`config.mk`:
```
export PLATFORM = sky130hd
export DESIGN_NAME = jtu_unit
export DESIGN_NICKNAME = d
export VERILOG_FILES = /design/src/rtl/jtu_pkg.sv /design/src/rtl/jtu_flags.sv /design/src/rtl/jtu_cond.sv /design/src/rtl/jtu_target.sv /design/src/rtl/jtu_unit.sv
export SDC_FILE = /design/constraint.sdc
export NUM_CORES = 1
export LEC_CHECK = 0
export CAP_MARGIN = 20
export CORE_AREA = 10 10 93 95
export CTS_CLUSTER_SIZE = 8
export DETAILED_ROUTE_END_ITERATION = 10
export DIE_AREA = 0 0 103 105
export PLACE_DENSITY = 0.81
export SYNTH_ARGS = -nofsm -noshare
export SYNTH_HDL_FRONTEND = slang
export SYNTH_SLANG_ARGS = --single-unit
```
`constraint.sdc`:
```
create_clock -name clk -period 4.2 [get_ports clk]
set_clock_uncertainty 0.15 [all_clocks]
set_input_delay 1.26 -clock clk [delete_from_list [all_inputs] [get_ports clk]]
set_output_delay 1.26 -clock clk [all_outputs]
set_load 0.05 [all_outputs]
```
`src/rtl/jtu_pkg.sv`:
```
package jtu_pkg;
    localparam int XLEN     = 32;
    localparam int OPC_W    = 6;
    localparam int FIELD_W  = 26;

    typedef enum logic [OPC_W-1:0] {
        OP_JMP = 6'h0D,
        OP_JEQ = 6'h0E,
        OP_JNE = 6'h0F,
        OP_JGT = 6'h10,
        OP_JGE = 6'h11,
        OP_JLT = 6'h12,
        OP_JLE = 6'h13,
        OP_CMP = 6'h14
    } jtu_op_e;

    typedef struct packed {
        logic lt;
        logic gt;
        logic eq;
    } jtu_flags_t;

    function automatic logic is_jump(input logic [OPC_W-1:0] op);
        return (op >= OP_JMP) && (op <= OP_JLE);
    endfunction

    function automatic logic cond_met(input logic [OPC_W-1:0] op,
                                      input jtu_flags_t f);
        logic r;
        case (op)
            OP_JMP:  r = 1'b1;
            OP_JEQ:  r = f.eq;
            OP_JNE:  r = !f.eq;
            OP_JGT:  r = f.gt;
            OP_JGE:  r = f.gt | f.eq;
            OP_JLT:  r = f.lt;
            OP_JLE:  r = f.lt | f.eq;
            default: r = 1'b0;
        endcase
        return r;
    endfunction
endpackage

```
`src/rtl/jtu_flags.sv`:
```
module jtu_flags
    import jtu_pkg::*;
#(
    parameter int W = XLEN
) (
    input  logic         clk,
    input  logic         rst,
    input  logic         cmp_en,
    input  logic [W-1:0] a,
    input  logic [W-1:0] b,
    output jtu_flags_t   flags
);
    jtu_flags_t nxt;

    always_comb begin
        nxt.eq = (a == b);
        nxt.gt = ($signed(a) > $signed(b));
        nxt.lt = ($signed(a) < $signed(b));
    end

    always_ff @(posedge clk) begin
        if (rst) begin
            flags <= '0;
        end else if (cmp_en) begin
            flags <= nxt;
        end
    end
endmodule

```
`src/rtl/jtu_cond.sv`:
```
module jtu_cond
    import jtu_pkg::*;
(
    input  logic [OPC_W-1:0] op,
    input  jtu_flags_t       flags,
    output logic             taken
);
    always_comb begin
        taken = is_jump(op) && cond_met(op, flags);
    end
endmodule

```
`src/rtl/jtu_target.sv`:
```
module jtu_target #(
    parameter int AW = 32,
    parameter int FW = 26
) (
    input  logic [AW-1:0] pc,
    input  logic [FW-1:0] field,
    output logic [AW-1:0] target,
    output logic [AW-1:0] seq
);
    localparam int REGION_W = AW - FW - 2;
    localparam logic [AW-1:0] STEP = AW'(4);

    generate
        if (REGION_W > 0) begin : g_region
            assign target = {pc[AW-1 -: REGION_W], field, 2'b00};
        end else begin : g_flat
            assign target = {field[AW-3:0], 2'b00};
        end
    endgenerate

    assign seq = pc + STEP;
endmodule

```
`src/rtl/jtu_unit.sv`:
```
module jtu_unit
    import jtu_pkg::*;
(
    input  logic               clk,
    input  logic               rst,
    input  logic [XLEN-1:0]    pc,
    input  logic [OPC_W-1:0]   opcode,
    input  logic [FIELD_W-1:0] jfield,
    input  logic [XLEN-1:0]    cmp_a,
    input  logic [XLEN-1:0]    cmp_b,
    output logic               taken,
    output logic [XLEN-1:0]    target,
    output logic [XLEN-1:0]    next_pc,
    output logic [2:0]         status
);
    jtu_flags_t       flags_q;
    logic [XLEN-1:0]  seq_pc;
    logic             cmp_en;

    assign cmp_en = (opcode == OP_CMP);

    jtu_flags #(.W(XLEN)) u_flags (
        .clk    (clk),
        .rst    (rst),
        .cmp_en (cmp_en),
        .a      (cmp_a),
        .b      (cmp_b),
        .flags  (flags_q)
    );

    jtu_cond u_cond (
        .op    (opcode),
        .flags (flags_q),
        .taken (taken)
    );

    jtu_target #(.AW(XLEN), .FW(FIELD_W)) u_target (
        .pc     (pc),
        .field  (jfield),
        .target (target),
        .seq    (seq_pc)
    );

    assign next_pc = taken ? target : seq_pc;
    assign status  = flags_q;
endmodule

```
==> results.json <==
{
  "ir_drop_mv": 0.1374,
  "hpwlAfterDp_um": 9391,
  "final_nets": 695,
  "place_congestion": 0.8202,
  "gr-usage-met1": 0.1829,
  "finish.instance_area_um2": 4937,
  "largest_register_ffs": 3,
  "relSlewSlack": 0.6218,
  "p_leak_uw": 0.002229,
  "async_reset_ff_frac": 0,
  "place_area_um2": 4539,
  "max-cap-violations": 0,
  "violations": "setup timing",
  "holdCritPathClass": "register to register",
  "layout_min_cycle_time_ps": 4373,
  "cp.arrival_ps": 2960,
  "rsz0062_at_grt": "yes",
  "power_uw": 671.6,
  "drv_slew": 0,
  "wl_per_cell_um": 18.09,
  "ant_nets": 0,
  "synth_commonest_cells": "nand2_1, inv_1, ha_1",
  "die_area_um2": 10820,
  "yosysSeqAreaShare": 0.02927,
  "final_cells": 613,
  "critPathCaptureType": "output port",
  "numPortBuffers": 195,
  "hold_buffers": 0,
  "reg2reg_depth": 2,
  "drt_pass1_iterations": 4,
  "dpl_worst_slack_ps": -733.6,
  "core_area_um2": 6756,
  "r2r_slack_ps": 3310,
  "hold_depth": 2,
  "status": "complete, but fails checks",
  "cts_tree": "yes",
  "cts.sinks": 3,
  "finish.utilization": 0.7307,
  "cts_buffer_depth": 2,
  "p_per_area_nw_per_um2": 136.0,
  "fmax_mhz": 228.7,
  "grt_first_pass_wirelength_um": 16670,
  "synthDistinctLibCells": 40,
  "cts.clk_slew.worst_paths_ps": 30,
  "drc_errors": 0,
  "overflow": 0,
  "n_fill_cell": 505,
  "tightestPinTransition_ps": 553.0,
  "postSynthCellCount": 310,
  "die_w_um": 103,
  "ys_ff_latch": 3,
  "yosys_most_used_dff": "dfxtp_1",
  "antenna_found_initial": 2,
  "grt_max_degree": 19,
  "largestRegisters": "u_flags.flags: 3 flops",
  "drtIter0Drc": 38,
  "area_growth_pct": 140.6,
  "clk_latency_ps": 220,
  "cp_data_required_time_ps": 2790,
  "grt_use_met3": 0.04150,
  "start_util": 0.3037,
  "yosysWarningCount": 0,
  "synth_area_leaders": "ha_1, buf_4, nand2_1, inv_1, o21ai_0",
  "fin_crit_sh": 1.041,
  "finalHoldViolations": 0,
  "crit_type": "primary input to output port",
  "cp-start-kind": "primary input",
  "rows": 30,
  "synth_area_leader_cell": "ha_1",
  "top_register": "u_flags.flags",
  "synth_most_common_cell": "nand2_1",
  "yosysTopAreaCellShare": 0.2012,
  "grt_usage": 0.1894,
  "htreeDepth": 1,
  "dp.cells": 590,
  "grt.busiest_layer": "met2",
  "crit_fanout": 2,
  "grt_pass1_vias": 3234,
  "setup_viol": 18,
  "drive_above_1_share": 0.3766,
  "wl_um": 11090,
  "routed-via-count": 3021,
  "synth_edf_count": 0,
  "root_buffer": "clkbuf_8",
  "syn_area_um2": 2052,
  "pin_count": 198,
  "numCtsBuffers": 3,
  "viasPerCell": 4.928,
  "gr-usage-met2": 0.3895,
  "syn_avg_cell_area_um2": 6.619,
  "final.setup.worst_slack_ps": -173.4,
  "fp.dieH_um": 105
}
## worst max-delay path, stage by stage
cell and delay, ps:
dlygate4sd2_1 230, ha_2 180, nand4_1 150, nor2_2 160, or4b_4 500, nor2_4 160
xor2_4 170, buf_12 150
## layer usage
metal	part of all wire	routed length, µm
met5	0	0
met4	0.015	163
met3	0.072	794
met2	0.58	6386
met1	0.34	3743
## layout by cell type, fill, tap and decap left out, drive strengths merged, types with 2 or more instances in the layout
cell type,n
a21o,2
a21oi,13
a32oi,3
and3,7
and4,5
buf,127
clkbuf,17
clkdlybuf4s15,2
clkdlybuf4s50,102
conb,2
dfxtp,3
diode,2
dlygate4sd2,9
ha,33
inv,38
mux2,3
nand2,40
nand3,22
nand4,11
nor2,13
nor2b,3
nor3,3
nor4,2
o21ai,29
xnor2,13
xor2,15
## final cells by class
type                    instances  area [µm²]  share of cell area
well taps                      80       100.1             0.02027
diodes                          2       5.005            0.001014
clock buffers                   4       45.04            0.009123
inverters                      38       142.6             0.02889
repair buffers                253        2664              0.5395
multi-input cells             233        1921              0.3890
flip-flops and latches          3       60.06             0.01216
## path summary, 6_finish.rpt
check,from,to
max,pc[2],next_pc[30]
min,u_flags.flags[1]$_SDFFE_PP0N_,u_flags.flags[1]$_SDFFE_PP0N_
max reg2reg,u_flags.flags[2]$_SDFFE_PP0N_,u_flags.flags[2]$_SDFFE_PP0N_
min reg2reg,u_flags.flags[1]$_SDFFE_PP0N_,u_flags.flags[1]$_SDFFE_PP0N_
## what timing repair did
action,in CTS,in global routing
cloned,2,2
resized for setup,87,44
setup buffers,12,3
setup endpoints to repair,33,33
pin swaps,16,18
## stage by stage
step,TNS [ps],hold slack [ps]
3_3_place_gp,-17130,356.0
3_5_place_dp,-20420,358.6
5_1_grt,-3760,401.4
2_1_floorplan,-563.3,548.3
6_report,-1157,365.7
4_1_cts,-2923,367.7
## cell families after synthesis
logic type                 after synthesis  synth area share
DFF                                      3           0.02927
buffers and inverters                   75            0.1957
AOI/OAI and AO/OA                       56            0.1604
adders and majority gates               33            0.2012
muxes                                    3           0.01646
xor gates and xnor gates                28            0.1195
and+or+nand+nor                        111            0.2756
other                                    1          0.001828
## report_power, final
group | leakage (µW) | switching [µW] | internal, µW | total (µW)
Clock | 0.0000228 | 21.0 | 64.9 | 85.9
Sequential | 0.0000242 | 0.328 | 29.0 | 29.3
Combinational | 0.00218 | 280 | 276 | 556
No activity file was read; power rests on OpenSTA's default activity.
